===== src/rtl/dir_pkg.sv =====
package dir_pkg;
    localparam int NODES  = 8;
    localparam int NODE_W = $clog2(NODES);
    localparam int ADDR_W = 8;
    localparam int IDX_W  = ADDR_W - NODE_W;

    typedef enum logic [1:0] {ST_UNC = 2'd0, ST_SHR = 2'd1, ST_EXC = 2'd2} dir_state_e;
    typedef enum logic [1:0] {CMD_READ = 2'd0, CMD_WRITE = 2'd1,
                              CMD_ALLOC = 2'd2, CMD_REDIR = 2'd3} fwd_cmd_e;

    typedef struct packed {
        dir_state_e        st;
        logic [NODE_W-1:0] owner;
        logic [NODES-1:0]  sharers;
    } dir_entry_t;

    typedef struct packed {
        logic [NODE_W-1:0] node;
        logic [ADDR_W-1:0] addr;
        logic              wr;
    } dir_req_t;
endpackage


===== src/rtl/dir_req_fifo.sv =====
module dir_req_fifo
    import dir_pkg::*;
#(
    parameter int DEPTH = 4
) (
    input  logic     clk,
    input  logic     rst_n,
    input  logic     push,
    input  dir_req_t din,
    input  logic     pop,
    output dir_req_t dout,
    output logic     empty,
    output logic     full
);
    localparam int PW = (DEPTH > 1) ? $clog2(DEPTH) : 1;

    typedef struct packed {
        dir_req_t [DEPTH-1:0] mem;
        logic [PW-1:0]        wp;
        logic [PW-1:0]        rp;
        logic [PW:0]          cnt;
    } fifo_t;

    fifo_t s_q, s_d;

    assign empty = (s_q.cnt == '0);
    assign full  = (s_q.cnt == (PW+1)'(DEPTH));
    assign dout  = s_q.mem[s_q.rp];

    always_comb begin
        s_d = s_q;
        if (push && !full) begin
            s_d.mem[s_q.wp] = din;
            s_d.wp = (s_q.wp == PW'(DEPTH-1)) ? '0 : s_q.wp + 1'b1;
        end
        if (pop && !empty) begin
            s_d.rp = (s_q.rp == PW'(DEPTH-1)) ? '0 : s_q.rp + 1'b1;
        end
        s_d.cnt = s_q.cnt + (PW+1)'(push && !full) - (PW+1)'(pop && !empty);
    end

    always_ff @(posedge clk) begin
        if (!rst_n) s_q <= '0;
        else        s_q <= s_d;
    end
endmodule


===== src/rtl/dir_entry_table.sv =====
module dir_entry_table
    import dir_pkg::*;
#(
    parameter int ENTRIES = 1 << IDX_W
) (
    input  logic              clk,
    input  logic              rst_n,
    input  logic [IDX_W-1:0]  rd_idx,
    output dir_entry_t        rd_ent,
    input  logic              wr_en,
    input  logic [IDX_W-1:0]  wr_idx,
    input  dir_entry_t        wr_ent,
    input  logic              mv_en,
    input  logic [IDX_W-1:0]  mv_idx,
    input  logic [NODE_W-1:0] mv_owner
);
    dir_entry_t [ENTRIES-1:0] tbl_q, tbl_d;

    assign rd_ent = tbl_q[rd_idx];

    always_comb begin
        tbl_d = tbl_q;
        for (int i = 0; i < ENTRIES; i++) begin
            if (wr_en && wr_idx == IDX_W'(i)) tbl_d[i] = wr_ent;
            if (mv_en && mv_idx == IDX_W'(i)) tbl_d[i].owner = mv_owner;
        end
    end

    always_ff @(posedge clk) begin
        if (!rst_n) begin
            for (int i = 0; i < ENTRIES; i++) tbl_q[i] <= '{st: ST_UNC, owner: '0, sharers: '0};
        end else begin
            tbl_q <= tbl_d;
        end
    end
endmodule


===== src/rtl/dir_decide.sv =====
module dir_decide
    import dir_pkg::*;
#(
    parameter int SLICE_ID = 0
) (
    input  dir_req_t          req,
    input  dir_entry_t        cur,
    output fwd_cmd_e          cmd,
    output logic [NODE_W-1:0] target,
    output logic [NODES-1:0]  inv,
    output logic              upd,
    output dir_entry_t        nxt
);
    localparam logic [NODE_W-1:0] MY_HOME = SLICE_ID[NODE_W-1:0];

    logic [NODES-1:0] req_bit, own_bit;

    always_comb begin
        req_bit = {{(NODES-1){1'b0}}, 1'b1} << req.node;
        own_bit = {{(NODES-1){1'b0}}, 1'b1} << cur.owner;
        cmd     = CMD_REDIR;
        target  = req.addr[NODE_W-1:0];
        inv     = '0;
        upd     = 1'b0;
        nxt     = cur;
        if (req.addr[NODE_W-1:0] == MY_HOME) begin
            upd = 1'b1;
            if (cur.st == ST_UNC) begin
                cmd    = CMD_ALLOC;
                target = req.node;
                nxt    = '{st: ST_EXC, owner: req.node, sharers: req_bit};
            end else if (!req.wr) begin
                cmd    = CMD_READ;
                target = cur.owner;
                nxt    = '{st: ST_SHR, owner: cur.owner, sharers: cur.sharers | req_bit};
            end else begin
                cmd    = CMD_WRITE;
                target = cur.owner;
                inv    = cur.sharers & ~own_bit & ~req_bit;
                nxt    = '{st: ST_EXC, owner: req.node, sharers: req_bit};
            end
        end
    end
endmodule


===== src/rtl/fcoma_dir_slice.sv =====
module fcoma_dir_slice
    import dir_pkg::*;
#(
    parameter int SLICE_ID = 0,
    parameter int QDEPTH   = 4
) (
    input  logic        clk,
    input  logic        rst_n,
    input  logic        req_valid,
    output logic        req_ready,
    input  logic [2:0]  req_node,
    input  logic [7:0]  req_addr,
    input  logic        req_write,
    input  logic        upd_valid,
    input  logic [2:0]  upd_node,
    input  logic [7:0]  upd_addr,
    output logic        fwd_valid,
    output logic [2:0]  fwd_target,
    output logic [2:0]  fwd_req,
    output logic [7:0]  fwd_addr,
    output logic [1:0]  fwd_cmd,
    output logic        inv_valid,
    output logic [7:0]  inv_mask,
    input  logic        fwd_done
);
    localparam logic [NODE_W-1:0] MY_HOME = SLICE_ID[NODE_W-1:0];

    typedef struct packed {
        logic              busy;
        logic              fv;
        logic [NODE_W-1:0] target;
        logic [NODE_W-1:0] rq;
        logic [ADDR_W-1:0] addr;
        fwd_cmd_e          cmd;
        logic              iv;
        logic [NODES-1:0]  imask;
    } ctl_t;

    ctl_t       c_q, c_d;
    dir_req_t   in_req, head;
    logic       q_empty, q_full, pop;
    dir_entry_t cur_ent, nxt_ent;
    fwd_cmd_e   d_cmd;
    logic [NODE_W-1:0] d_target;
    logic [NODES-1:0]  d_inv;
    logic       d_upd, tbl_we, mv_en;

    assign in_req = '{node: req_node, addr: req_addr, wr: req_write};

    dir_req_fifo #(.DEPTH(QDEPTH)) u_fifo (
        .clk(clk), .rst_n(rst_n), .push(req_valid), .din(in_req),
        .pop(pop), .dout(head), .empty(q_empty), .full(q_full)
    );

    assign mv_en = upd_valid && (upd_addr[NODE_W-1:0] == MY_HOME);

    dir_entry_table u_tbl (
        .clk(clk), .rst_n(rst_n),
        .rd_idx(head.addr[ADDR_W-1:NODE_W]), .rd_ent(cur_ent),
        .wr_en(tbl_we), .wr_idx(head.addr[ADDR_W-1:NODE_W]), .wr_ent(nxt_ent),
        .mv_en(mv_en), .mv_idx(upd_addr[ADDR_W-1:NODE_W]), .mv_owner(upd_node)
    );

    dir_decide #(.SLICE_ID(SLICE_ID)) u_dec (
        .req(head), .cur(cur_ent), .cmd(d_cmd), .target(d_target),
        .inv(d_inv), .upd(d_upd), .nxt(nxt_ent)
    );

    always_comb begin
        c_d       = c_q;
        c_d.fv    = 1'b0;
        c_d.iv    = 1'b0;
        c_d.imask = '0;
        pop       = 1'b0;
        tbl_we    = 1'b0;
        if (!c_q.busy && !q_empty) begin
            pop        = 1'b1;
            tbl_we     = d_upd;
            c_d.busy   = 1'b1;
            c_d.fv     = 1'b1;
            c_d.target = d_target;
            c_d.rq     = head.node;
            c_d.addr   = head.addr;
            c_d.cmd    = d_cmd;
            c_d.iv     = |d_inv;
            c_d.imask  = d_inv;
        end else if (c_q.busy && fwd_done) begin
            c_d.busy = 1'b0;
        end
    end

    always_ff @(posedge clk) begin
        if (!rst_n) c_q <= '{busy: 1'b0, fv: 1'b0, target: '0, rq: '0, addr: '0,
                             cmd: CMD_READ, iv: 1'b0, imask: '0};
        else        c_q <= c_d;
    end

    assign req_ready  = !q_full;
    assign fwd_valid  = c_q.fv;
    assign fwd_target = c_q.target;
    assign fwd_req    = c_q.rq;
    assign fwd_addr   = c_q.addr;
    assign fwd_cmd    = c_q.cmd;
    assign inv_valid  = c_q.iv;
    assign inv_mask   = c_q.imask;
endmodule


===== config.mk =====
export PLATFORM = sky130hd
export DESIGN_NAME = fcoma_dir_slice
export DESIGN_NICKNAME = d
export VERILOG_FILES = /design/src/rtl/dir_pkg.sv /design/src/rtl/dir_req_fifo.sv /design/src/rtl/dir_entry_table.sv /design/src/rtl/dir_decide.sv /design/src/rtl/fcoma_dir_slice.sv
export SDC_FILE = /design/constraint.sdc
export NUM_CORES = 1
export LEC_CHECK = 0
export BUFFER_PORTS_ARGS = -buffer_cell sky130_fd_sc_hd__buf_2
export CAP_MARGIN = 20
export CORE_AREA = 2 2 217 432
export DETAILED_ROUTE_END_ITERATION = 10
export DIE_AREA = 0 0 219 434
export SETUP_SLACK_MARGIN = 0.05
export SYNTH_ARGS = -nofsm -noshare
export SYNTH_HDL_FRONTEND = slang
export SYNTH_SLANG_ARGS = --single-unit

===== constraint.sdc =====
create_clock -name clk -period 8.25 [get_ports clk]
set_input_delay 0.4125 -clock clk [delete_from_list [all_inputs] [get_ports clk]]
set_output_delay 0.4125 -clock clk [all_outputs]
set_load 0.05 [all_outputs]

==> flow_summary.ini <==
[worst_setup_path]
worstPathCellList = buf_4, mux4_4, buf_4, buf_4, mux4_2, a22oi_1, o21ai_0, nor3_1, a21oi_1, nor2_2, buf_4, a211oi_1
reg2regPathDepth = 12
critical_path.max_stage_delay_ps = 740
required_ps = 8670
critical_path_arrival_ps = 6340
critical_path.max_fanout = 38
critical-path-top-cell-by-count = sky130_fd_sc_hd__buf_4
crit_path_top_delay_cell = sky130_fd_sc_hd__mux4_4
setup.reg_to_reg.worst_slack_ps = 2330
crit_path_end_kind = flop
path_class = flop to flop
startpoint_type = flop

[clock_network]
cts_made_buffers = 44
ctsResizeCount = 0
cts_tree = done
cts_setup_buffers = 0
path_clk_slew_ps = 60
count_of_hold_fix_buffers_inserted_at_cts = 0
clk_path_buf_depth = 3
cts.sinks = 498
cts.htree.levels = 2
ctsRootBufferMaster = sky130_fd_sc_hd__clkbuf_16
clock_latency_late_sink_ps = 590

[yosys]
synthesis.area_per_instance_um2 = 8.87
syn_nets = 2600
synthesis.yosys.warnings = 0
synth_sequential_area_ratio_pct = 43.8
synth_area_leaders = sky130_fd_sc_hd__dfxtp_1 44%, sky130_fd_sc_hd__mux2i_1 8.0%, sky130_fd_sc_hd__a211oi_1 7.7%
synth-async-reset-ratio_pct = 0
yosysTopAreaCell = sky130_fd_sc_hd__dfxtp_1
synth-edff-count = 0
synth_cells = 2564
yosys.cell_types.count = 70
yosys_most_used_dff = sky130_fd_sc_hd__dfxtp_1
synthDominantCellAreaShare_pct = 43.8
synth.cell_area_mm2 = 0.0227
netlist_top_cells_count = 498 x sky130_fd_sc_hd__dfxtp_1, 424 x sky130_fd_sc_hd__nor2_1, 268 x sky130_fd_sc_hd__nand2_1
yosys.cell_count.top_type = sky130_fd_sc_hd__dfxtp_1
synth_register_bits = 498

[timing]
max_clock_freq_mhz = 169
relSlewSlack_pct = 18.6
setup_viol = 0
max_slew.worst_pin.slew_ps = 1210
final.min_clock_period_ps = 5920
hold_viol = 0
postLayoutSetupSlackWorst_ps = 2330
unrepaired_setup_endpoints_after_global_routing = no
final-max-slew-violation-count = 0
timing.clock.skew_ps = 14.3
totalNegativeSetupSlack_ps = 0
min_period_over_period_pct = 71.8

[power]
power.density_cell_area_mw_per_mm2 = 294
total_leakage_power_nw = 8.71
vdd_drop_max_uv = 277

[placed_design]
placement.io_buffers = 54
hpwlAfterDp_um = 56800
placed_cells = 3616
place.gp.congestion = 0.932
pre_cts_ws_ps = 2520

[floorplanning]
rows = 157
dieWidth_um = 219
core_area_mm2 = 0.0915
initial_util_pct = 24.8
io_pins = 55
die_area_mm2 = 0.0950
die_h_um = 434

[job]
cap_violations = 0

[route]
totalWireLength_um = 84000
total_number_of_vias = 19500
via_cell_ratio = 5.28
post_drt_wl_per_cell_um = 22.7
firstDrtPassIters = 5
route.detailed.drc = 0
final_antenna_net_count = 0
initialDrtViolationCount = 1538

[final_layout]
areaGrowthSynthToFinish_pct = 11.0
final_net_count = 2508
post_layout_nonfiller_instances = 3698
final_core_utilization_pct = 27.6
antenna-diode-count = 0
ratio_of_cells_with_drive_above_1_in_the_final_layout_pct = 11.3

[min_path]
whs_path_depth = 3
type_of_the_tightest_min_delay_check = input port to flop

[global_route]
vias_in_the_first_global_route = 19200
grt_pass1_wl_um = 124000
largest_net_degree_at_the_start_of_global_routing = 136
grt_antenna_before_repair = 3
globalRouteTotalUtil_pct = 17.5
gr-total-overflow = 0

[run_status]
result_of_the_run = finished clean
## worst max-delay path: cells and delay by family (launching register included)
| kind | cells | cell delay, ps |
|---|---|---|
| AOI/OAI and AO/OA | 4 | 890 |
| buffers and inverters | 4 | 1850 |
| DFF | 1 | 720 |
| muxes | 2 | 1100 |
| and+or+nand+nor | 2 | 1070 |
## per-layer routing
layer / global-route usage (%) / vias to the layer above / part of all wire (%)
met4: 15.0 / 6 / 9.7
li1: - / 9059 / -
met5: 0 / - / 0.048
met1: 17.5 / 9330 / 34
met3: 2.91 / 346 / 5.5
met2: 31.1 / 770 / 51
## cell usage in the layout (no fill, tap or decap), drive strengths merged, types with 4 or more instances in the layout
cell	instances
inv	12
clkbuf	64
o22ai	27
a211oi	232
nand3	44
a21o	5
mux2i	182
o21ai	90
ha	7
and3	5
dfxtp	498
nor2	426
o32ai	67
nor3	88
o221ai	5
a22oi	17
or2	4
mux2	22
nor2b	12
clkinv	11
a21oi	106
o211a	24
nor4	7
nand2b	10
mux4	45
and2	7
a32oi	6
buf	121
o211ai	4
or4	5
nand2	268
a31oi	43
## report_power, final
part	total, mW	switching, mW	internal, mW
logic	2.64	2.00	0.642
registers	2.63	0.0957	2.53
clock network	2.16	0.970	1.19
total	7.43	3.07	4.37
## through the flow
stage	hold slack, ps	power (mW)	cell area (um^2)
final	95.3	7.43	25200
after global routing	114	7.66	25200
after CTS	74.6	7.39	25200
after detailed placement	447	5.24	23800
after global placement	441	5.23	23800
after floorplan	433	4.40	22700
## final timing paths
check	startpoint	end
worst min register to register	u_tbl.tbl_q[181]	u_tbl.tbl_q[181]
worst min-delay path	fwd_done	c_q[26]
worst max-delay path	u_fifo.s_q[3]	u_tbl.tbl_q[196]
worst max register to register	u_fifo.s_q[3]	u_tbl.tbl_q[196]
## state kept, by name, indices dropped and copies added (netlist names)
register and flops:
c_q 1, fwd_addr 8, fwd_cmd 2, fwd_req 3, fwd_target 3, fwd_valid 1
inv_mask 8, inv_valid 1, u_fifo.s_q 55, u_tbl.tbl_q 416
## logic make-up (layout without fill, tap and decap cells)
family          after synthesis  in the layout  share of synthesized area (%)
mux                         249            249                           13.6
buf+inv                     271            213                           5.92
fa+ha+maj                     8              8                          0.473
flops                       498            498                           43.8
simple gates                891            891                           16.3
compound gates              645            645                           19.8
xor+xnor                      2              2                         0.0770
## final cells by class
type	instances	area [um^2]
clock buffers	64	1300
fillers	9875	66300
multi-input cells	1795	11500
well taps	1192	1490
repair buffers	121	773
clock inverters	16	168
inverters	12	52.6
flip-flops and latches	498	9970
(Power assumes the default switching activity.)
